## src/rtl/droop_period_adj.sv

```systemverilog
`timescale 1ns/1ps
module droop_period_adj #(
  parameter int NSENS     = 4,
  parameter int PHASES    = 64,
  parameter int NOM_STEPS = 64,
  localparam int IW = $clog2(PHASES),
  localparam int PW = $clog2(NOM_STEPS + 3)
) (
  input  logic               clk,
  input  logic               rst_n,
  input  logic               run,
  input  logic [2*NSENS-1:0] sens_req,
  output logic [IW-1:0]      phase_idx,
  output logic [PW-1:0]      period_steps,
  output logic               edge_vld,
  output logic               clk_q0,
  output logic               clk_q90
);
  localparam int CW = $clog2(NSENS + 1);

  logic [2*NSENS-1:0] req_q;
  logic [CW-1:0]      n_up;
  logic               all_dn;
  logic [PW-1:0]      step_nxt;
  logic               par;

  always_comb begin
    n_up   = '0;
    all_dn = 1'b1;
    for (int i = 0; i < NSENS; i++) begin
      if (req_q[2*i +: 2] == 2'b01) n_up = n_up + CW'(1);
      if (req_q[2*i +: 2] != 2'b10) all_dn = 1'b0;
    end
  end

  always_comb begin
    if (int'(n_up) >= 2)      step_nxt = PW'(NOM_STEPS + 2);
    else if (int'(n_up) == 1) step_nxt = PW'(NOM_STEPS + 1);
    else if (all_dn)          step_nxt = PW'(NOM_STEPS - 1);
    else                      step_nxt = PW'(NOM_STEPS);
  end

  always_ff @(posedge clk) begin
    if (!rst_n || !run) begin
      req_q        <= '0;
      phase_idx    <= '0;
      period_steps <= '0;
      edge_vld     <= 1'b0;
      par          <= 1'b0;
      clk_q0       <= 1'b0;
      clk_q90      <= 1'b0;
    end else begin
      req_q        <= sens_req;
      period_steps <= step_nxt;
      phase_idx    <= phase_idx + step_nxt[IW-1:0];
      edge_vld     <= 1'b1;
      par          <= ~par;
      if (!par) clk_q0  <= ~clk_q0;
      else      clk_q90 <= ~clk_q90;
    end
  end
endmodule

```

## config.mk

```make
export PLATFORM = sky130hd
export DESIGN_NAME = droop_period_adj
export DESIGN_NICKNAME = d
export VERILOG_FILES = /design/src/rtl/droop_period_adj.sv
export SDC_FILE = /design/constraint.sdc
export NUM_CORES = 1
export LEC_CHECK = 0
export CAP_MARGIN = 20
export CORE_AREA = 2 2 56 68
export DETAILED_ROUTE_END_ITERATION = 16
export DIE_AREA = 0 0 58 70
export PLACE_DENSITY = 0.57
export SYNTH_ARGS = -nofsm -noshare
export SYNTH_HDL_FRONTEND = slang
export SYNTH_SLANG_ARGS = --single-unit
export TNS_END_PERCENT = 100
```

## constraint.sdc

```tcl
create_clock -name clk -period 7.2 [get_ports clk]
set_input_delay 1.8 -clock clk [delete_from_list [all_inputs] [get_ports clk]]
set_output_delay 1.8 -clock clk [all_outputs]
set_load 0.05 [all_outputs]
```

==> impl_metrics.tcl, run 1 <==
set metrics [dict create \
    status "finished clean" \
    via_per_inst 4.93 \
    syn_nets 132 \
    drive_above_1_share 0.0797 \
    async_flop_share 0 \
    avgSynthCellArea_um2 9.45 \
    grt_pass1_vias 867 \
    core-area_um2 3480 \
    yosysWarnings 0 \
    htreeDepth 1 \
    path_max_fanout 7 \
    dieArea_um2 4060 \
    fin_util 0.409 \
    clock_tree.root_cell "clkbuf_8" \
    setup_violations 0 \
    globalplace.congestion 0.798 \
    fin_area_um2 1420 \
    drtIter0Drc 26 \
    tightest_slew_ps 520 \
    num_vias 872 \
    grt_max_degree 14 \
    rows 24 \
    post-synth-top-count-cell "dfxtp_1" \
    synth_top_area_frac 0.409 \
    drc 0 \
    nets 157 \
    slew_headroom 0.653 \
    antennaDiodeCount 0 \
    clk_latency_ps 260 \
    ys_top_cells_by_area "dfxtp_1 41%, ha_1 7.0%, and3_1 5.8%" \
    wl_um 2050 \
    fin_cells 177 \
    fillers 348 \
    whs_ps 481 \
    finalMaxSlewViolations 0 \
    grt.overflow.total 0 \
    post-route-min-period_ps 3420 \
    start_kind "register" \
    final_hold_viol_count 0 \
    drv_cap 0 \
    areaGrowthSynthToFinish_pct 32.2 \
    syn_inst 114 \
    dp_hpwl_um 1640 \
    yosysSeqAreaShare 0.409 \
    die_w_um 58 \
    ir_drop_mv 0.131 \
    cts_inserted_buffers 3 \
    io_pins 27 \
    start_util 0.309 \
    dpl_cell_area_um2 1350 \
    place_inst 173 \
    power_density_nw_per_um2 196 \
    skew_ps 5.99 \
    hp-class "reg2reg" \
    leakagePower_nw 0.618 \
    synth_area_um2 1080 \
    wl_per_cell_um 11.6 \
    detail-route-antenna-nets 0 \
    endpoint_kind "register" \
    arrival_ps 3560 \
    yosys.area.top_type "dfxtp_1" \
    antenna_found_initial 0 \
    clk_pin_slew_ps 80 \
    synthFlopType "dfxtp_1" \
    required_ps 7340 \
    synth_edf_count 0 \
    synthTopCellsByCount "22 x dfxtp_1, 10 x and3_1, 10 x nor2_1" \
    ctsHoldBuffers 0 \
    path_class "reg2reg" \
    cts_tree "built" \
    yosysUniqueCellTypes 41 \
    die_y_um 70 \
    dr.pass1.iters 4 \
    setup_tns_ps 0 \
    cts_resized 0 \
    period_share 0.475 \
    post-cts-setup-buffers 0 \
    grt_pass1_wl_um 3700 \
    cts.sinks 22 \
    clockBufferDepth 2 \
    numPortBuffers 26 \
    clock.fmax_mhz 292 \
    yosys_register_bits 22 \
    rsz0062_at_grt "false" \
    grt_usage 0.114 \
]
-- routing by layer --
layer | track usage | wire length (um) | up-vias
li1 | - | - | 445
met1 | 0.135 | 882 | 393
met2 | 0.191 | 1010 | 30
met3 | 0.0259 | 125 | 4
met4 | 0.0517 | 29 | 0
met5 | 0 | 0 | -
-- state kept, by name (all words and copies together) (netlist names) --
register	flops
clk_q0	1
period_steps	4
phase_idx	6
par	1
req_q	8
edge_vld	1
clk_q90	1
-- through the flow --
step                setup slack, ps  power [mW]
CTS                            3790       0.282
floorplan                      4120       0.154
global placement               3780       0.166
detailed placement             3780       0.167
global route                   3420       0.290
finish                         3780       0.278
-- worst max-delay path, stage by stage (launching register included) --
cell and delay (ps):
dfxtp_1 320, nand2b_1 140, inv_1 70, ha_1 360
o311ai_0 510, o2bb2ai_1 340, nor2_1 120, ha_1 230
fa_1 410, or3_1 390, nor3_1 190, o21a_1 180
nor3_2 40
-- final timing paths --
| path | from | end | slack (ps) | depth (start not counted) |
|---|---|---|---|---|
| worst max register to register | req_q[3] | phase_idx[4] | 3780 | 12 |
| worst min register to register | par | par | 480 | 1 |
| worst min-delay path | par | par | 480 | 1 |
| worst max-delay path | req_q[3] | phase_idx[4] | 3780 | 12 |
-- power by group --
part,switching [mW],internal [mW]
Combinational,0.0208,0.0157
Clock,0.0394,0.0742
Sequential,0.00250,0.126
Total,0.0627,0.216
-- logic make-up after synthesis --
logic type / count (synthesis) / synth area share
AO/OA/AOI/OAI: 16 / 0.122
flip-flops: 22 / 0.409
XOR/XNOR: 4 / 0.0325
multiplexers: 2 / 0.0197
buffers and inverters: 11 / 0.0488
adder cells (fa/ha/maj): 7 / 0.0883
AND/OR/NAND/NOR: 52 / 0.280
-- cell type report --
type                            instances  area, um^2  share of cell area
Clock inverter                          1        30.0              0.0211
Multi-Input combinational cell         81         584               0.410
Sequential cell                        22         440               0.309
Inverter                                5        18.8              0.0132
Clock buffer                            3        41.3              0.0290
Timing Repair Buffer                   26         260               0.183
Tap cell                               39        48.8              0.0343
-- cell usage in the layout (no fill, tap or decap), drive strengths merged, types with 2 or more instances in the layout --
cell type / instances
nand2: 7
clkbuf: 3
dfxtp: 22
nor3: 7
a21oi: 4
and3: 10
ha: 6
nor3b: 2
nor2b: 4
inv: 5
xor2: 2
clkdlybuf4s50: 26
nand2b: 3
nor2: 10
o21ai: 2
xnor2: 2
Power figures use the tool's default switching activity.
==> run 2, diff against run 1 <==
- PLACE_DENSITY: 0.57 -> 0.59
- clock period: 7.2 -> 2.9 ns (I/O delays scaled with it)
==> impl_metrics.tcl, run 2 (synthesis gave the netlist of run 1 again) <==
set metrics [dict create \
    cp_top_family "simple AND/OR/NAND/NOR gates" \
    pre_cts_ws_ps -110 \
    fillers 337 \
    ir_drop_mv 0.266 \
    drc 0 \
    leakagePower_nw 0.659 \
    die_w_um 58 \
    start_kind "register" \
    grt.busiest_layer "met2" \
    clk_latency_ps 260 \
    cts_inserted_buffers 3 \
    path_max_fanout 7 \
    largest_reg_flops 8 \
    clock.fmax_mhz 349 \
    hp-class "reg2reg" \
    start_util 0.309 \
    ctsHoldBuffers 0 \
    required_ps 3030 \
    reg_top3 "req_q: 8 flops, phase_idx: 6 flops, period_steps: 4 flops" \
    htreeDepth 1 \
    use_met1 0.157 \
    dp_hpwl_um 1670 \
    antenna_found_initial 0 \
    rsz0062_at_grt "true" \
    rows 24 \
    clock_tree.root_cell "clkbuf_8" \
    power_density_nw_per_um2 404 \
    cp_cell_sequence "nand2b_4 -> inv_2 -> ha_4 -> nand2b_1 -> mux2_2 -> o221ai_4 -> nand2_2 -> buf_4 -> fa_2 -> or3_1 -> nor3_2 -> o21a_1 -> nor3_2" \
    seqPwrFrac 0.499 \
    dr.pass1.iters 4 \
    areaGrowthSynthToFinish_pct 47.4 \
    multi_input_area_um2 679 \
    wl_per_cell_um 11.7 \
    die_y_um 70 \
    timing.final.ws_setup_ps 38.4 \
    final_cell_mix "26 x clkdlybuf4s50_1, 20 x dfxtp_1, 11 x buf_4, 10 x nor2_1, 10 x and3_1" \
    drive_above_1_share 0.262 \
    grt_usage 0.124 \
    skew_ps 7.42 \
    numPortBuffers 26 \
    slowest_delay_ps 400 \
    cts.sinks 22 \
    p_switching_uw 157 \
    status "finished clean" \
    globalplace.congestion 0.844 \
    path_class "reg2reg" \
    detail-route-antenna-nets 0 \
    num_vias 922 \
    use_met2 0.210 \
    post-route-min-period_ps 2860 \
    fin_cells 188 \
    finalMaxSlewViolations 0 \
    setup_violations 0 \
    drv_cap 0 \
    io_pins 27 \
    grt.overflow.total 0 \
    crit_top_cell "nor3_2" \
    fin_area_um2 1590 \
    dieArea_um2 4060 \
    top_register "req_q" \
    cp_num_buf_inv 2 \
    grt_pass1_wl_um 4090 \
    final_hold_viol_count 0 \
    totalPowerFinal_uw 642 \
    grtUsageMet3 0.0222 \
    fin_util 0.456 \
    place_inst 181 \
    cpMaxStageDelayCell "or3_1" \
    clk_pin_slew_ps 80 \
    arrival_ps 2990 \
    grt_pass1_vias 948 \
    cts_tree "built" \
    wl_um 2200 \
    dpl_cell_area_um2 1460 \
    antennaDiodeCount 0 \
    register_area_um2 443 \
    p_clk_frac 0.334 \
    swShare 0.245 \
    tightest_slew_ps 505 \
    slew_headroom 0.662 \
    via_per_inst 4.90 \
    internal_power_uw 485 \
    clockBufferDepth 2 \
    nets 168 \
    comb_power_share 0.167 \
    drtIter0Drc 24 \
    endpoint_kind "register" \
    core-area_um2 3480 \
    grt_max_degree 13 \
    period_share 0.987 \
    layout_commonest_cell "clkdlybuf4s50_1" \
]
## run 2: changes by cell type in the layout (fill, tap and decap cells not counted), moves of 2 or more
cell / change
ha_4: +2
ha_1: -2
dfxtp_2: +2
nor3_1: -2
dfxtp_1: -2
buf_4: +11
## run 2: final cells by class
cell class | instances | area share
Inverter | 5 | 0.0118
Clock buffer | 4 | 0.0347
Multi-Input combinational cell | 81 | 0.428
Sequential cell | 22 | 0.279
Tap cell | 39 | 0.0307
Timing Repair Buffer | 37 | 0.216
## run 2: path summary, 6_finish.rpt
| kind | slack (ps) | depth (start not counted) | endpoint | start |
|---|---|---|---|---|
| worst max-delay path | 40 | 13 | phase_idx[4] | req_q[3] |
| worst min-delay path | 470 | 1 | par | par |
| worst max register to register | 40 | 13 | phase_idx[4] | req_q[3] |
| worst min register to register | 470 | 1 | par | par |
## run 2: metrics by stage
| step | TNS, ps | hold slack, ps |
|---|---|---|
| after floorplan | 0 | 436 |
| after global placement | -45.6 | 453 |
| after detailed placement | -126 | 466 |
| after CTS | 0 | 480 |
| after global routing | -221 | 527 |
| final | 0 | 472 |
## run 2: worst reg2reg max path: stages (launching register included)
cell and delay, ps:
dfxtp_2 320, nand2b_4 120, inv_2 50, ha_4 300, nand2b_1 60, mux2_2 300
o221ai_4 200, nand2_2 110, buf_4 150, fa_2 340, or3_1 400, nor3_2 210
o21a_1 150, nor3_2 40
## run 2: routing by layer
layer | share of wire | wire length, um
met1 | 0.45 | 997
met2 | 0.49 | 1090
met3 | 0.036 | 80
met4 | 0.015 | 34
met5 | 0 | 0
## run 2: repair_timing
item                       in CTS  in global routing
pin swaps                       1                  6
setup endpoints to repair       2                  2
setup buffers                   0                  3
resized for setup               5                  8
## run 2: power by group through the flow
| stage | clock network [mW] | logic [mW] | registers, mW |
|---|---|---|---|
| global placement | 0 | 0.102 | 0.326 |
| floorplan | 0 | 0.0458 | 0.344 |
| finish | 0.215 | 0.107 | 0.320 |
| global route | 0.228 | 0.117 | 0.322 |
| CTS | 0.221 | 0.105 | 0.320 |
| detailed placement | 0 | 0.103 | 0.326 |
